## config.mk

```make
export PLATFORM = sky130hd
export DESIGN_NAME = ctl_regfile
export DESIGN_NICKNAME = d
export VERILOG_FILES = /design/src/rtl/ctl_regfile.sv
export SDC_FILE = /design/constraint.sdc
export NUM_CORES = 2
export LEC_CHECK = 0
export BUFFER_PORTS_ARGS = -buffer_cell sky130_fd_sc_hd__buf_2
export CORE_MARGIN = 3
export CORE_UTILIZATION = 56
export CTS_CLUSTER_DIAMETER = 60
export DETAILED_ROUTE_END_ITERATION = 12
export PLACE_DENSITY = 0.72
export SLEW_MARGIN = 30
export SYNTH_ARGS = -nofsm -noshare
export SYNTH_HDL_FRONTEND = slang
export SYNTH_SLANG_ARGS = --single-unit
```

## constraint.sdc

```tcl
create_clock -name clk -period 10.8 [get_ports clk]
set_input_delay 2.16 -clock clk [delete_from_list [all_inputs] [get_ports clk]]
set_output_delay 2.16 -clock clk [all_outputs]
set_load 0.005 [all_outputs]
```

## src/rtl/ctl_regfile.sv

```systemverilog
module ctl_regfile #(
  parameter int          IDX_W    = 6,
  parameter int          NSCRATCH = 16,
  parameter logic [63:0] BASE_VEC = 64'h0000_0000_0001_0000,
  parameter logic [63:0] MCTL_RST = 64'h6
) (
  input  logic             clk,
  input  logic             rst_n,
  input  logic             rd_en,
  input  logic [IDX_W-1:0] rd_idx,
  output logic [63:0]      rd_data,
  output logic             rd_fault,
  input  logic             wr_en,
  input  logic             wr_spec,
  input  logic [IDX_W-1:0] wr_idx,
  input  logic [63:0]      wr_data,
  output logic             wr_fault,
  input  logic [63:0]      cyc_cnt,
  output logic             flush_all,
  output logic             flush_proc,
  output logic             flush_addr,
  output logic [63:0]      flush_va,
  output logic [6:0]       flush_asn
);
  localparam int NREG = 1 << IDX_W;
  localparam logic [IDX_W-1:0] X_VBASE = IDX_W'(32);
  localparam logic [IDX_W-1:0] X_EPC   = IDX_W'(33);
  localparam logic [IDX_W-1:0] X_AREQ  = IDX_W'(34);
  localparam logic [IDX_W-1:0] X_AEN   = IDX_W'(35);
  localparam logic [IDX_W-1:0] X_CMODE = IDX_W'(36);
  localparam logic [IDX_W-1:0] X_AMODE = IDX_W'(37);
  localparam logic [IDX_W-1:0] X_SWREQ = IDX_W'(38);
  localparam logic [IDX_W-1:0] X_IASN  = IDX_W'(39);
  localparam logic [IDX_W-1:0] X_DASN  = IDX_W'(40);
  localparam logic [IDX_W-1:0] X_IPTB  = IDX_W'(41);
  localparam logic [IDX_W-1:0] X_DPTB  = IDX_W'(42);
  localparam logic [IDX_W-1:0] X_DCM   = IDX_W'(43);
  localparam logic [IDX_W-1:0] X_MAM   = IDX_W'(44);
  localparam logic [IDX_W-1:0] X_ICTL  = IDX_W'(45);
  localparam logic [IDX_W-1:0] X_ESUM  = IDX_W'(46);
  localparam logic [IDX_W-1:0] X_EMSK  = IDX_W'(47);
  localparam logic [IDX_W-1:0] X_MCTL  = IDX_W'(48);
  localparam logic [IDX_W-1:0] X_CYC   = IDX_W'(49);
  localparam logic [IDX_W-1:0] X_RO0   = IDX_W'(50);
  localparam logic [IDX_W-1:0] X_RO3   = IDX_W'(53);
  localparam logic [IDX_W-1:0] X_FALL  = IDX_W'(54);
  localparam logic [IDX_W-1:0] X_FPROC = IDX_W'(55);
  localparam logic [IDX_W-1:0] X_FONE  = IDX_W'(56);
  localparam logic [IDX_W-1:0] X_IPL   = IDX_W'(57);

  typedef enum logic [1:0] {K_NONE, K_RW, K_RO, K_WO} kind_t;

  function automatic kind_t kind_of(input logic [IDX_W-1:0] x);
    if (int'(x) < NSCRATCH) return K_RW;
    if (x == X_AMODE || x == X_FALL || x == X_FPROC || x == X_FONE) return K_WO;
    if (x >= X_RO0 && x <= X_RO3) return K_RO;
    if ((x >= X_VBASE && x <= X_CYC) || x == X_IPL) return K_RW;
    return K_NONE;
  endfunction

  function automatic logic [63:0] masked(input logic [IDX_W-1:0] x, input logic [63:0] d);
    case (x)
      X_EPC:                   return d & ~64'h2;
      X_AREQ, X_AEN:           return d & 64'hf;
      X_CMODE, X_AMODE:        return d & 64'h18;
      X_SWREQ:                 return d & 64'h7fff0;
      X_IASN:                  return d & 64'h7f0;
      X_DASN:                  return {d[63:57], 57'b0};
      X_IPTB, X_DPTB:          return {d[63:30], 30'b0};
      X_DCM, X_MAM:            return d & 64'h3f;
      X_ICTL:                  return d & 64'hff_ffff_0300;
      X_IPL:                   return d & 64'h1f;
      X_ESUM, X_EMSK,
      X_FALL, X_FPROC:         return 64'b0;
      default:                 return d;
    endcase
  endfunction

  logic [63:0] regs [NREG];
  kind_t rk, wk;
  logic  wr_go, commit;

  assign rk       = kind_of(rd_idx);
  assign wk       = kind_of(wr_idx);
  assign wr_go    = wr_en && !wr_spec;
  assign wr_fault = wr_go && (wk == K_NONE || wk == K_RO);
  assign commit   = wr_go && !wr_fault;
  assign rd_fault = rd_en && (rk == K_NONE || rk == K_WO);
  assign rd_data  = (!rd_en || rd_fault) ? 64'b0 :
                    (rd_idx == X_CYC) ? {regs[X_CYC][63:32], cyc_cnt[31:0]} :
                    regs[rd_idx];

  always_ff @(posedge clk) begin
    if (!rst_n) begin
      for (int i = 0; i < NREG; i++) regs[i] <= 64'b0;
      regs[X_VBASE] <= BASE_VEC;
      regs[X_MCTL]  <= MCTL_RST;
      flush_all  <= 1'b0;
      flush_proc <= 1'b0;
      flush_addr <= 1'b0;
      flush_va   <= 64'b0;
      flush_asn  <= 7'b0;
    end else begin
      if (commit) regs[wr_idx] <= masked(wr_idx, wr_data);
      flush_all  <= commit && wr_idx == X_FALL;
      flush_proc <= commit && wr_idx == X_FPROC;
      flush_addr <= commit && wr_idx == X_FONE;
      if (commit && wr_idx == X_FONE) begin
        flush_va  <= wr_data;
        flush_asn <= regs[X_DASN][63:57];
      end
    end
  end
endmodule


```

# Word level (Yosys, flattened, before mapping)
# Memory sizes are Yosys's and may differ from the RTL's. A register that Yosys moved wholly into a read port is not among the register bits.
# Cells that the tools add are included.
# word_totals
regBits	67
ramBits	4096
input_bits	145
output_inout_bits	140
word_cells	128
memories	1
# op_classes
n_lt_le_gt_ge	10
eq_ne	27
mux	50
bitwise	2
reduce_logical	34
# mem_list
memory	depth	width	rd	rd_ports_with_merged_regs	wr	line_no	text
regs	64	64	3	1	64	79	logic [63:0] regs [NREG];
# ops
cell	count
one-hot mux 64 bit (11 select lines)	1
two-way mux 64 bit	7
== test 6 bit (second input constant)	25
OR reduction 64 bit	1
two-way mux 2 bit	16
two-way mux 1 bit	25
greater-or-equal comparator 6 bit (second input constant)	4
<= comparator 6 bit (second input constant)	4
< comparator 6 x 5 -> 1 bit (second input constant)	2
logical AND 1 bit	11
logical OR 1 bit	11
OR reduction 2 bit	4
two-way mux 6 bit	1
== test 2 bit (second input constant)	2
zero test 1 bit	4
zero test 2 bit	2
OR reduction 4 bit	1
OR 1 bit	2

# Depth between registers and ports, before layout
# logic_depth
depth_word	25
ltp_mapped	11
mapped_depth_nobuf	5

# Least setup slack after synthesis
# Ideal clock, no wire load.
# synth_path
path_kind	in2reg
startpoint	input port wr_idx[3]
endpoint	memory regs[55][0], enable pin
setup_ns	0.574
arrival_ns	7.690
t_required_ns	10.226
setup_slack_ns	2.536
path_stages	5
path_buffers	1
path_cell_list	buf_2 > and3b_1 > o21ai_2 > a2111o_1 > o21ai_0
# synth_rtl
element	line_no	text
start, declared	15	input logic [IDX_W-1:0] wr_idx,
end, declared	79	

# Final worst setup path
# layout_path
startpoint	input port rd_idx[1]
endpoint	output port rd_data[32]
# layout_between
elab_chain_cells	16
word_cells_on_any_way	42
cone_classes	5 x order compare; 7 x eq/ne; 19 x mux; 10 x reduce/logical; 1 x memory
# layout_rtl
element	line_no	text
start, declared	10	input logic [IDX_W-1:0] rd_idx,
greater-or-equal comparator 6 bit (tied with other cells)	57	if ((x >= X_VBASE && x <= X_CYC) || x == X_IPL) return K_RW;
logical AND 1 bit / logical OR 1 bit (equally long branches)	57, 55	
logical OR 1 bit (on tied branches)	57, 55	
two-way mux 1 bit / logical OR 1 bit (equally long branches)	57, 55	
two-way mux 1 bit / two-way mux 2 bit (equally long branches)	57, 55	
two-way mux 1 bit / two-way mux 2 bit (equally long branches)	56	if (x >= X_RO0 && x <= X_RO3) return K_RO;
two-way mux 1 bit / two-way mux 2 bit (equally long branches)	55, 57	
two-way mux 2 bit	58	return K_NONE;
two-way mux 2 bit	57	
two-way mux 2 bit	56	
two-way mux 2 bit	55	if (x == X_AMODE || x == X_FALL || x == X_FPROC || x == X_FONE) return K_WO;
== test 2 bit / zero test 2 bit (equally long branches)	88	assign rd_fault = rd_en && (rk == K_NONE || rk == K_WO);
logical OR 1 bit	88	
logical AND 1 bit	88	
logical OR 1 bit	89	assign rd_data = (!rd_en || rd_fault) ? 64'b0 :
two-way mux 64 bit (*)	89	
end, declared	11	output logic [63:0] rd_data,
# Mark *: on every way between the ends. The rest lies on a longest branch, timed or not. The select of a mux whose other input is x is not followed.

==> run_results.csv <==
group,metric,value,unit
yosys,synthCells,7700,
route,via_per_inst,6.08,
pwr,power_density,186,nW/um^2
cts,cts_tree,"done",
cts,cts_resized,0,
worst_setup_path,path_cells,"buf_8, buf_12, nor3b_1, o311ai_1, nor4_4, buf_4, a221oi_1, nor2_1, buf_2",
placed_design,post-place-ws,2.51,ns
floorplanning,initial_core_util,56.5,%
cts,clockBufferDepth,4,
global_route,antenna_found_initial,17,
global_route,track_usage,32.5,%
sta,report.final.setup_viol,0,
placed_design,placed_cells,12495,
yosys,synth.top_cell.area_share,72.6,%
sta,hold_ws,0.452,ns
worst_setup_path,worstPathArrival,6.15,ns
yosys,synth_area,136000,um^2
worst_setup_path,cp_slowest_cell,"nor4_4",
yosys,avgSynthCellArea,17.7,um^2
sta,tns,0,ns
route,ant_nets,0,
worst_setup_path,rr_worst_depth,2,
global_route,grt_pass1_wl,572000,um
cts,clock_latency,0.94,ns
pwr,power.leakage,56.6,nW
floorplanning,io_pins,285,
yosys,yosysUniqueCellTypes,79,
hold_path,hp-class,"reg2reg",
pwr,power.total,29.7,mW
placed_design,io_buffers,252,
sta,tightest_slew,1.09,ns
sta,fin_worst_skew,0.0130,ns
cts,cts.sink_count,3370,
layout,regArea,100000,um^2
yosys,yosysSeqAreaShare,73.7,%
cts,clkTransAtPathRegs,0.06,ns
sta,maxSlewViolCount,0,
layout,multi_input_area,40300,um^2
placed_design,globalplace.congestion,0.823,
yosys,ys_ff_latch,3370,
cts,cts_htree_levels,5,
worst_setup_path,required,8.64,ns
worst_setup_path,worstSetupPathType,"in2out",
pwr,vdd.ir_drop.worst,0.145,mV
layout,fillers,16239,
sta,report.final.hold_viol_count,0,
yosys,synthArstFlopShare,0,%
cts,cts_root_buffer,"clkbuf_16",
route,wirelength,403000,um
layout,stdcell_count,13132,
global_route,grt_max_degree,103,
layout,nets,9817,
sta,fin_crit_sh,76.9,%
route,drtPass1Iterations,7,
route,drt_iter0_drc,12110,
worst_setup_path,crit_end,"rd_data[32]",
placed_design,dp_hpwl,231000,um
worst_setup_path,path_max_fanout,96,
worst_setup_path,r2r_slack,10.03,ns
floorplanning,coreArea,241000,um^2
sta,setup_slack,2.49,ns
yosys,ys.flop_type,"edfxtp_1",
layout,final_common_cell,"edfxtp_1",
worst_setup_path,crit_path_start_kind,"input port",
cts,hold_buffers,0,
route,drt-wirelength-per-cell,30.7,um
yosys,synth_warnings,0,
global_route,grt_pass1_vias,81220,
cts,cts_buffers,357,
worst_setup_path,slowest_delay,0.86,ns
layout,areaGrowthSynthToFinish,16.8,%
worst_setup_path,r2r_start,"regs[40][63]$_SDFFCE_PN0P_",
sta,rsz0062_at_grt,"no",
worst_setup_path,r2r-end,"flush_asn[6]$_SDFFE_PN0P_",
yosys,synth_edf_count,3296,
route,route.vias.total,79883,
job,maxCapViolCount,0,
floorplanning,die_area,249000,um^2
route,drc,0,
sta,slew_headroom,26.8,%
floorplanning,rows,180,
floorplanning,die_x,499,um
worst_setup_path,worstSetupEndpointType,"primary output",
sta,layout_min_cycle_time,8.31,ns
yosys,synth_largest_area_cell,"edfxtp_1",
yosys,synth.area.top_cells,"edfxtp_1 73%, mux4_2 14%, nor2_1 4.2%",
cts,post-cts-setup-buffers,0,
sta,fmaxAchievable,0.120,GHz
worst_setup_path,setup.worst_path.start,"rd_idx[1]",
layout,most-common-layout-cells,"3296 x edfxtp_1, 1801 x conb_1, 1509 x nor2_1",
run_status,status,"completed",
global_route,overflow,0,
floorplanning,die_h,499,um
layout,drive_gt1_share,19.7,%
[synth_stat cells, drive strengths merged (14+ instances only)]
cell type,count
nor2,1512
o22ai,121
a211oi,31
a31oi,14
o31ai,20
o21ai,42
inv,40
mux2i,149
a22o,25
edfxtp,3296
a22oi,34
a21oi,126
buf,295
and2,36
nand2,350
clkbuf,347
nand2b,18
nor4,20
nand3,89
mux2,20
mux4,845
nor3,29
a221oi,18
dfxtp,74
o211ai,38
[metrics by stage]
stage / utilization (%) / cell area [um^2]
2_1_floorplan: - / 143000
3_3_place_gp: 61.2 / 148000
3_5_place_dp: 61.3 / 148000
4_1_cts: 65.9 / 159000
5_1_grt: 66.0 / 159000
6_report: 66.0 / 159000
[critical path, delay by kind of cell]
kind	cells	cell delay, ns
simple gates	3	1.59
compound gates	2	0.57
buf+inv	4	1.63
[power breakdown]
part / leakage (nW) / internal (mW) / switching [mW]
registers: 32.4 / 15.3 / 0.226
clock network: 5.47 / 6.93 / 4.92
logic: 18.8 / 0.813 / 1.51
total: 56.6 / 23.0 / 6.66
[worst min path at each step]
| stage | from | depth (start not counted) | endpoint | slack (ns) |
|---|---|---|---|---|
| 6_report | flush_va[35]$_SDFFE_PN0P_ | 2 | flush_va[35]$_SDFFE_PN0P_ | 0.45 |
| 5_1_grt | flush_va[5]$_SDFFE_PN0P_ | 2 | flush_va[5]$_SDFFE_PN0P_ | 0.47 |
| 4_1_cts | flush_va[35]$_SDFFE_PN0P_ | 2 | flush_va[35]$_SDFFE_PN0P_ | 0.45 |
| 3_5_place_dp | flush_va[35]$_SDFFE_PN0P_ | 2 | flush_va[35]$_SDFFE_PN0P_ | 0.44 |
| 3_3_place_gp | flush_va[33]$_SDFFE_PN0P_ | 2 | flush_va[33]$_SDFFE_PN0P_ | 0.44 |
| 2_1_floorplan | flush_asn[0]$_SDFFE_PN0P_ | 2 | flush_asn[0]$_SDFFE_PN0P_ | 0.45 |
[flip-flops by register name (all words and copies together) (netlist names)]
| name | count |
|---|---|
| flush_asn | 7 |
| flush_all | 1 |
| flush_va | 64 |
| flush_proc | 1 |
| regs | 3296 |
| flush_addr | 1 |
[cell families (layout without fill, tap and decap cells)]
family	count (synthesis)	count (layout)	synth area share (%)
XOR/XNOR	2	2	0.0129
buffers and inverters	683	1120	2.25
flip-flops	3370	3370	73.7
adder cells (fa/ha/maj)	1	1	0.00735
AO/OA/AOI/OAI	525	525	2.59
multiplexers	1014	1014	15.2
AND/OR/NAND/NOR	2104	2104	6.20
other	1	1811	0.00275
[per-layer routing]
metal  part of all wire (%)  GRT usage [%]  up-vias
met5                  0.018              0        -
met4                    6.4           17.4       10
met3                     12           6.86     1019
met2                     47           50.6     5667
met1                     35           43.6    40986
li1                       -              -    32201
[layout make-up]
type                       instances  area share, %
antenna                           10         0.0157
clock buffer                     438           5.91
sequential                      3370           63.1
clock inverter                   186           1.10
timing repair buffer             455           1.93
tap                             3185           2.50
multi-input combinational       5447           25.3
inverter                          41          0.119
Note: power is estimated with default switching activity, not from simulation.
